`config.mk`:
```
export PLATFORM = sky130hd
export DESIGN_NAME = radix_walker
export DESIGN_NICKNAME = d
export VERILOG_FILES = /design/src/rtl/radix_walk_pkg.sv /design/src/rtl/radix_entry_addr.sv /design/src/rtl/radix_leaf_eval.sv /design/src/rtl/radix_walker.sv
export SDC_FILE = /design/constraint.sdc
export NUM_CORES = 1
export LEC_CHECK = 0
export ABC_CLOCK_PERIOD_IN_PS = 7900
export BUFFER_PORTS_ARGS = -buffer_cell sky130_fd_sc_hd__buf_2
export CORE_MARGIN = 2
export CORE_UTILIZATION = 35
export CTS_BUF_LIST = sky130_fd_sc_hd__clkbuf_4 sky130_fd_sc_hd__clkbuf_8
export DETAILED_ROUTE_END_ITERATION = 10
export HOLD_SLACK_MARGIN = 0.12
export PLACE_DENSITY = 0.52
export SYNTH_ARGS = -nofsm -noshare
export SYNTH_HDL_FRONTEND = slang
export SYNTH_HIERARCHICAL = 1
export SYNTH_SLANG_ARGS = --single-unit
```
`constraint.sdc`:
```
create_clock -name clk -period 7.9 [get_ports clk]
set_input_delay 1.58 -clock clk [delete_from_list [all_inputs] [get_ports clk]]
set_output_delay 1.58 -clock clk [all_outputs]
set_load 0.02 [all_outputs]
```
`src/rtl/radix_walk_pkg.sv`:
```
package radix_walk_pkg;

   typedef enum logic [1:0] {
      ACC_READ  = 2'd0,
      ACC_WRITE = 2'd1,
      ACC_EXEC  = 2'd2
   } acc_mode_e;

   typedef enum logic [2:0] {
      FLT_NONE         = 3'd0,
      FLT_INST_INVALID = 3'd1,
      FLT_DATA_INVALID = 3'd2,
      FLT_INST_PERM    = 3'd3,
      FLT_DATA_PERM    = 3'd4,
      FLT_BAD_SIZE     = 3'd5,
      FLT_TOO_DEEP     = 3'd6
   } walk_fault_e;

   localparam int ENTRY_W        = 64;
   localparam int ENTRY_BYTES_L2 = 3;
   localparam int ENT_VALID      = 63;
   localparam int ENT_LEAF       = 62;
   localparam int ENT_PRIV       = 3;
   localparam int ENT_RD         = 2;
   localparam int ENT_WR         = 1;
   localparam int ENT_EX         = 0;
   localparam int LVL_SIZE_W     = 5;
   localparam int MIN_LVL_SIZE   = 5;

endpackage

```
`src/rtl/radix_entry_addr.sv`:
```
module radix_entry_addr
   import radix_walk_pkg::*;
#(
   parameter int VA_W       = 48,
   parameter int PA_W       = 56,
   parameter int RW         = 6,
   parameter bit SPAN_CHECK = 1'b1
) (
   input  logic [PA_W-1:0]       base_i,
   input  logic [VA_W-1:0]       vaddr_i,
   input  logic [RW-1:0]         remaining_i,
   input  logic [LVL_SIZE_W-1:0] size_i,
   output logic [PA_W-1:0]       addr_o,
   output logic                  size_ok_o
);

   logic [RW-1:0]   shamt;
   logic [VA_W-1:0] idx;
   logic            fits;

   assign shamt  = remaining_i - RW'(size_i);
   assign idx    = (vaddr_i >> shamt) & ~({VA_W{1'b1}} << size_i);
   assign addr_o = base_i + (PA_W'(idx) << ENTRY_BYTES_L2);

   generate
      if (SPAN_CHECK) begin : g_span
         assign fits = RW'(size_i) <= remaining_i;
      end else begin : g_nospan
         assign fits = 1'b1;
      end
   endgenerate

   assign size_ok_o = (size_i >= LVL_SIZE_W'(MIN_LVL_SIZE)) && fits;

endmodule

```
`src/rtl/radix_leaf_eval.sv`:
```
module radix_leaf_eval
   import radix_walk_pkg::*;
#(
   parameter int VA_W       = 48,
   parameter int PA_W       = 56,
   parameter int RW         = 6,
   parameter int PAGE_SHIFT = 12
) (
   input  logic [ENTRY_W-1:0] entry_i,
   input  logic [VA_W-1:0]    vaddr_i,
   input  logic [RW-1:0]      remaining_i,
   input  acc_mode_e          mode_i,
   input  logic               user_i,
   output logic [PA_W-1:0]    paddr_o,
   output walk_fault_e        fault_o
);

   logic [PA_W-1:0] page_base;
   logic [PA_W-1:0] off_mask;
   logic            priv_block;

   assign page_base  = {entry_i[PA_W-1:PAGE_SHIFT], {PAGE_SHIFT{1'b0}}};
   assign off_mask   = ~({PA_W{1'b1}} << remaining_i);
   assign paddr_o    = (page_base & ~off_mask) | (PA_W'(vaddr_i) & off_mask);
   assign priv_block = entry_i[ENT_PRIV] && user_i;

   always_comb begin
      fault_o = FLT_NONE;
      if (mode_i == ACC_EXEC) begin
         if (!entry_i[ENT_EX] || priv_block) fault_o = FLT_INST_PERM;
      end else if (priv_block ||
                   (mode_i == ACC_READ  && !entry_i[ENT_RD]) ||
                   (mode_i == ACC_WRITE && !entry_i[ENT_WR])) begin
         fault_o = FLT_DATA_PERM;
      end
   end

endmodule

```
`src/rtl/radix_walker.sv`:
```
module radix_walker
   import radix_walk_pkg::*;
#(
   parameter int VA_W       = 48,
   parameter int PA_W       = 56,
   parameter int PAGE_SHIFT = 12,
   parameter int DIR_ALIGN  = 8,
   parameter int MAX_LEVELS = 4,
   parameter int VC_W       = 3,
   parameter bit SPAN_CHECK = 1'b1
) (
   input  logic            clk,
   input  logic            rst_n,
   input  logic            req_valid_i,
   output logic            req_ready_o,
   input  logic [VA_W-1:0] req_vaddr_i,
   input  logic [1:0]      req_mode_i,
   input  logic            req_user_i,
   input  logic [PA_W-1:0] req_root_base_i,
   input  logic [4:0]      req_root_size_i,
   input  logic            part_host_radix_i,
   input  logic [VC_W-1:0] part_vclass_i,
   output logic            busy_o,
   output logic            done_o,
   output logic [PA_W-1:0] done_paddr_o,
   output logic [2:0]      done_fault_o,
   output logic            mem_req_valid_o,
   input  logic            mem_req_ready_i,
   output logic [PA_W-1:0] mem_req_addr_o,
   input  logic            mem_rsp_valid_i,
   input  logic [63:0]     mem_rsp_data_i
);

   localparam int RW    = $clog2(VA_W + 1);
   localparam int LVL_W = $clog2(MAX_LEVELS + 1);
   localparam logic [PA_W-1:0] ALIGN_MASK = ~((PA_W'(1) << DIR_ALIGN) - PA_W'(1));

   initial begin
      va_fits_pa_chk : assert (VA_W <= PA_W && VA_W >= 32)
         else $error("VA_W must lie in 32..PA_W");
      pa_width_chk : assert (PA_W <= 62 && PAGE_SHIFT < PA_W)
         else $error("PA_W must leave room for the flag bits");
      align_chk : assert (DIR_ALIGN >= ENTRY_BYTES_L2 && DIR_ALIGN < PA_W)
         else $error("DIR_ALIGN out of range");
      levels_chk : assert (MAX_LEVELS >= 1)
         else $error("MAX_LEVELS must be positive");
   end

   typedef enum logic [1:0] {ST_IDLE, ST_ISSUE, ST_WAIT} walk_st_e;

   walk_st_e              st_q;
   logic [VA_W-1:0]       va_q;
   acc_mode_e             mode_q;
   logic                  user_q;
   logic [PA_W-1:0]       base_q;
   logic [LVL_SIZE_W-1:0] size_q;
   logic [RW-1:0]         rem_q;
   logic [LVL_W-1:0]      lvl_q;
   logic                  done_q;
   logic [PA_W-1:0]       pa_q;
   walk_fault_e           fault_q;

   logic [PA_W-1:0] ent_addr;
   logic            size_ok;
   logic [RW-1:0]   rem_after;
   logic [PA_W-1:0] leaf_pa;
   walk_fault_e     leaf_fault;
   logic [PA_W-1:0] next_base;
   logic            part_block;
   logic            req_exec;

   radix_entry_addr #(
      .VA_W(VA_W), .PA_W(PA_W), .RW(RW), .SPAN_CHECK(SPAN_CHECK)
   ) u_addr (
      .base_i(base_q), .vaddr_i(va_q), .remaining_i(rem_q), .size_i(size_q),
      .addr_o(ent_addr), .size_ok_o(size_ok)
   );

   assign rem_after = rem_q - RW'(size_q);

   radix_leaf_eval #(
      .VA_W(VA_W), .PA_W(PA_W), .RW(RW), .PAGE_SHIFT(PAGE_SHIFT)
   ) u_leaf (
      .entry_i(mem_rsp_data_i), .vaddr_i(va_q), .remaining_i(rem_after),
      .mode_i(mode_q), .user_i(user_q), .paddr_o(leaf_pa), .fault_o(leaf_fault)
   );

   assign next_base  = mem_rsp_data_i[PA_W-1:0] & ALIGN_MASK;
   assign part_block = !part_host_radix_i && (part_vclass_i <= VC_W'(3));
   assign req_exec   = (req_mode_i == 2'd2);

   always_ff @(posedge clk or negedge rst_n) begin
      if (!rst_n) begin
         st_q    <= ST_IDLE;
         va_q    <= '0;
         mode_q  <= ACC_READ;
         user_q  <= 1'b0;
         base_q  <= '0;
         size_q  <= '0;
         rem_q   <= '0;
         lvl_q   <= '0;
         done_q  <= 1'b0;
         pa_q    <= '0;
         fault_q <= FLT_NONE;
      end else begin
         done_q <= 1'b0;
         case (st_q)
            ST_IDLE: begin
               if (req_valid_i) begin
                  va_q   <= req_vaddr_i;
                  mode_q <= acc_mode_e'(req_mode_i);
                  user_q <= req_user_i;
                  base_q <= req_root_base_i & ALIGN_MASK;
                  size_q <= req_root_size_i;
                  rem_q  <= RW'(VA_W);
                  lvl_q  <= '0;
                  if (part_block) begin
                     done_q  <= 1'b1;
                     pa_q    <= '0;
                     fault_q <= req_exec ? FLT_INST_INVALID : FLT_DATA_INVALID;
                  end else begin
                     st_q <= ST_ISSUE;
                  end
               end
            end
            ST_ISSUE: begin
               if (!size_ok) begin
                  st_q    <= ST_IDLE;
                  done_q  <= 1'b1;
                  pa_q    <= '0;
                  fault_q <= FLT_BAD_SIZE;
               end else if (mem_req_ready_i) begin
                  st_q <= ST_WAIT;
               end
            end
            ST_WAIT: begin
               if (mem_rsp_valid_i) begin
                  if (!mem_rsp_data_i[ENT_VALID]) begin
                     st_q    <= ST_IDLE;
                     done_q  <= 1'b1;
                     pa_q    <= PA_W'(va_q);
                     fault_q <= (mode_q == ACC_EXEC) ? FLT_INST_INVALID : FLT_DATA_INVALID;
                  end else if (mem_rsp_data_i[ENT_LEAF]) begin
                     st_q    <= ST_IDLE;
                     done_q  <= 1'b1;
                     pa_q    <= leaf_pa;
                     fault_q <= leaf_fault;
                  end else if (lvl_q == LVL_W'(MAX_LEVELS - 1)) begin
                     st_q    <= ST_IDLE;
                     done_q  <= 1'b1;
                     pa_q    <= '0;
                     fault_q <= FLT_TOO_DEEP;
                  end else begin
                     base_q <= next_base;
                     size_q <= mem_rsp_data_i[LVL_SIZE_W-1:0];
                     rem_q  <= rem_after;
                     lvl_q  <= lvl_q + LVL_W'(1);
                     st_q   <= ST_ISSUE;
                  end
               end
            end
            default: st_q <= ST_IDLE;
         endcase
      end
   end

   assign req_ready_o     = (st_q == ST_IDLE);
   assign busy_o          = (st_q != ST_IDLE);
   assign done_o          = done_q;
   assign done_paddr_o    = pa_q;
   assign done_fault_o    = fault_q;
   assign mem_req_valid_o = (st_q == ST_ISSUE) && size_ok;
   assign mem_req_addr_o  = ent_addr;


   done_pulse_chk : assert property (@(posedge clk) disable iff (!rst_n)
      done_o |=> !done_o);


   idle_quiet_chk : assert property (@(posedge clk) disable iff (!rst_n)
      !busy_o |-> !mem_req_valid_o);


   req_hold_chk : assert property (@(posedge clk) disable iff (!rst_n)
      (mem_req_valid_o && !mem_req_ready_i) |=> (mem_req_valid_o && $stable(mem_req_addr_o)));


   entry_align_chk : assert property (@(posedge clk) disable iff (!rst_n)
      mem_req_valid_o |-> (mem_req_addr_o[ENTRY_BYTES_L2-1:0] == '0));


   inst_side_chk : assert property (@(posedge clk) disable iff (!rst_n)
      (done_o && (done_fault_o == FLT_INST_PERM)) |-> (mode_q == ACC_EXEC));


   data_side_chk : assert property (@(posedge clk) disable iff (!rst_n)
      (done_o && (done_fault_o == FLT_DATA_PERM)) |-> (mode_q != ACC_EXEC));


   level_cap_chk : assert property (@(posedge clk) disable iff (!rst_n)
      busy_o |-> (lvl_q < LVL_W'(MAX_LEVELS)));

endmodule

```
==> results.json <==
{
  "ys_types": 78,
  "boundaryPins": 304,
  "max_stage_delay_ns": 0.51,
  "routedWlPerCell_um": 22.4,
  "cap_viol_max_count": 0,
  "async_flop_share": 1.00,
  "setup_viol": 0,
  "worstSetupEndpointType": "output pin",
  "drv_slew": 0,
  "r2r_setup_slack_ns": 4.03,
  "rows": 74,
  "numPlacedInstances": 2320,
  "rsz0062_at_grt": "false",
  "whs_ns": 0.500,
  "cts_tree": "yes",
  "r2r_end": "done_paddr_o[22]",
  "worst_slew_pin_slew_ns": 1.09,
  "max_slew_margin": 0.273,
  "overflow": 0,
  "start_kind": "flip-flop",
  "nets": 2053,
  "numCtsBuffers": 17,
  "start_util": 0.355,
  "finalSetupTns_ns": 0,
  "arrival_ns": 5.92,
  "ys.warnings.count": 6,
  "final_hold_viol_count": 0,
  "dpl.hpwl_um": 41200,
  "netlist_area_um2": 14500,
  "synth-seq-cells": 175,
  "syn_avg_cell_area_um2": 9.19,
  "antenna_found_initial": 5,
  "synth_edf_count": 0,
  "synthCells": 1580,
  "synth_flop_cell": "dfrtp_1",
  "place.gp.congestion": 0.921,
  "stdcell_count": 2366,
  "path_cells": "inv_1 -> ha_2 -> fa_2 -> buf_12 -> buf_4 -> mux2_2 -> nor2_1 -> a21oi_1 -> mux2i_1 -> o21ai_0 -> mux2i_1 -> a211oi_1 -> ha_1 -> nand2_1 -> nor3_1 -> a21oi_2 -> o2111ai_1 -> a21oi_2 -> o21ai_1 -> buf_4 -> nand4_1 -> xnor2_1 -> buf_2",
  "clk_path_buf_depth": 2,
  "clock-root-buffer": "clkbuf_8",
  "fmax_mhz": 133,
  "grt_pass1_wl_um": 80400,
  "fin_crit_sh": 0.950,
  "endpoint": "mem_req_addr_o[55]",
  "die_area_um2": 43100,
  "design.core.area_um2": 40900,
  "critPathLaunch": "rem_q[0]",
  "grt_max_degree": 116,
  "worstRegToRegCells": 12,
  "clk-insertion-delay-late_ns": 0.51,
  "finalCriticalPeriod_ns": 7.50,
  "skew_ns": 0.0109,
  "drt-total-wl_um": 52900,
  "die_w_um": 208,
  "ys_seq_area_frac": 0.302,
  "drt-initial-drc-count": 926,
  "num_vias": 13000,
  "numPortBuffers": 281,
  "htree_levels": 4,
  "cts_sinks": 175,
  "critPathRequiredTime_ns": 6.32,
  "dr.pass1.iters": 5,
  "grt_pass1_vias": 12800,
  "cpMaxStageDelayCell": "o21ai_0",
  "die_height_um": 208,
  "drive_above_1_share": 0.299,
  "fin_util": 0.415,
  "r2r-start": "size_q[1]",
  "outcome": "finished clean",
  "path_max_fanout": 11,
  "vias_per_cell": 5.50,
  "grt_use_total": 0.243,
  "worstSetupPathType": "flip-flop to output pin",
  "postRouteAntennaNets": 0,
  "drc": 0,
  "clkSlewWorstSetupHoldPaths_ns": 0.10,
  "area_growth_pct": 17.0,
  "min_path_type": "flip-flop to flip-flop"
}
## worst min-delay path by stage
stage | from | cells past startpoint | end | slack [ns]
floorplan | lvl_q[2] | 2 | lvl_q[2] | 0.45
global placement | lvl_q[2] | 2 | lvl_q[2] | 0.47
detailed placement | base_q[9] | 2 | base_q[9] | 0.48
CTS | base_q[33] | 2 | base_q[33] | 0.51
global route | done_paddr_o[40] | 1 | done_paddr_o[40] | 0.52
finish | lvl_q[2] | 2 | lvl_q[2] | 0.50
## through the flow
step | instance area (um2) | setup WS (ns)
CTS | 16800 | 0.0426
finish | 17000 | 0.397
global placement | 16400 | 0.566
floorplan | 14500 | 1.65
global route | 17000 | 0.0184
detailed placement | 16400 | 0.555
## critical path, delay by kind of cell, from the launching register on
kind,cells,cell delay [ns]
xor gates and xnor gates,1,0.18
and+or+nand+nor,4,0.59
AOI/OAI and AO/OA,7,1.96
muxes,3,0.56
adders and majority gates,3,0.96
DFF,1,0.40
buffers and inverters,5,0.75
## flip-flops by register name, indices dropped and copies added, names as in the netlist
signal	flops
va_q	48
base_q	48
user_q	1
done_paddr_o	56
done_o	1
lvl_q	3
st_q	2
rem_q	6
done_fault_o	3
mode_q	2
size_q	5
## layout by cell type, fill, tap and decap left out, types with 5 or more instances in the layout
cell and n:
nor2b_1 16, a21oi_1 99, nand3_1 27, nand2_1 170, a211oi_1 24, conb_1 9
xor2_1 21, o21ai_0 90, and3_1 14, o31ai_1 5, buf_2 280, clkbuf_8 19
clkinv_4 5, mux2i_1 137, o21bai_1 8, mux2_1 29, nand4_1 12, mux4_2 17
xnor2_1 29, or3_1 8, a31oi_1 17, a221oi_1 7, nor2_1 88, buf_4 43
o21ai_1 23, nand2b_1 10, dfrtp_1 174, a21boi_0 9, a22o_1 51, and2_1 6
a21o_1 20, inv_1 54, o21ai_2 5, o21a_1 15, xnor2_2 6, mux2_2 126
ha_1 46, nor3_1 26
## cells by family (layout without fill, tap and decap cells)
logic type               Yosys count  in the layout  share of synthesized area
adder cells (fa/ha/maj)           51             51                     0.0455
AND/OR/NAND/NOR                  391            391                      0.122
buffers and inverters            174            415                     0.0591
other                              1             13                   0.000258
XOR/XNOR                          58             59                     0.0368
multiplexers                     309            309                      0.241
AO/OA/AOI/OAI                    421            421                      0.194
flip-flops                       175            175                      0.302
## final cells by class
cell class                      instances  area (um2)
Timing Repair Buffer                  328        1820
Clock inverter                         13         203
Sequential cell                       175        4380
Tap cell                              532         666
Inverter                               55         206
Clock buffer                           19         262
Multi-Input combinational cell       1240        9430
Fill cell                            4158       24000
Antenna cell                            4        10.0
## layer usage
layer / vias up / GRT usage / routed length, um
met2: 361 / 0.371 / 23900
met5: - / 0 / 13
li1: 6211 / - / -
met3: 52 / 0.0352 / 2290
met1: 6379 / 0.356 / 25700
met4: 2 / 0.0682 / 1090
## what timing repair did
action                                  4_1_cts  5_1_grt
cloned                                        0        1
hold buffers                                  0        0
pin swaps                                     1        2
hold endpoints to repair                      0        0
endpoints found under the setup margin        1       30
setup buffers                                 1        8
resized for setup                             0        4
## Yosys cell counts (5+ instances only)
cell type / number / share of area
buf_2: 47 / 0.016
o21bai_1: 8 / 0.0041
inv_1: 54 / 0.014
clkbuf_1: 38 / 0.0098
a211oi_1: 26 / 0.013
xor2_1: 23 / 0.014
xnor2_1: 33 / 0.020
mux2_2: 126 / 0.098
ha_1: 48 / 0.041
a21oi_1: 99 / 0.034
a31oi_1: 17 / 0.0073
a21o_1: 20 / 0.010
mux2i_1: 137 / 0.094
o21ai_1: 23 / 0.0079
and3_1: 15 / 0.0065
dfrtp_1: 175 / 0.30
or3_1: 8 / 0.0034
a22o_1: 51 / 0.031
o31ai_1: 5 / 0.0026
o21ai_2: 5 / 0.0030
nand3_1: 27 / 0.0093
mux2_1: 29 / 0.023
and2_1: 6 / 0.0026
o21ai_0: 90 / 0.031
buf_4: 17 / 0.0088
nand4_1: 12 / 0.0052
o21a_1: 15 / 0.0078
nor3_1: 26 / 0.0090
nor2_1: 88 / 0.023
a221oi_1: 7 / 0.0042
a21boi_0: 9 / 0.0047
mux4_2: 17 / 0.026
buf_1: 6 / 0.0016
nand2_1: 171 / 0.044
buf_6: 11 / 0.0085
nor2b_1: 17 / 0.0073
nand2b_1: 10 / 0.0043
Power is not shown: default switching activity piles up to over one toggle a cycle in this logic, so the estimate is an artifact.
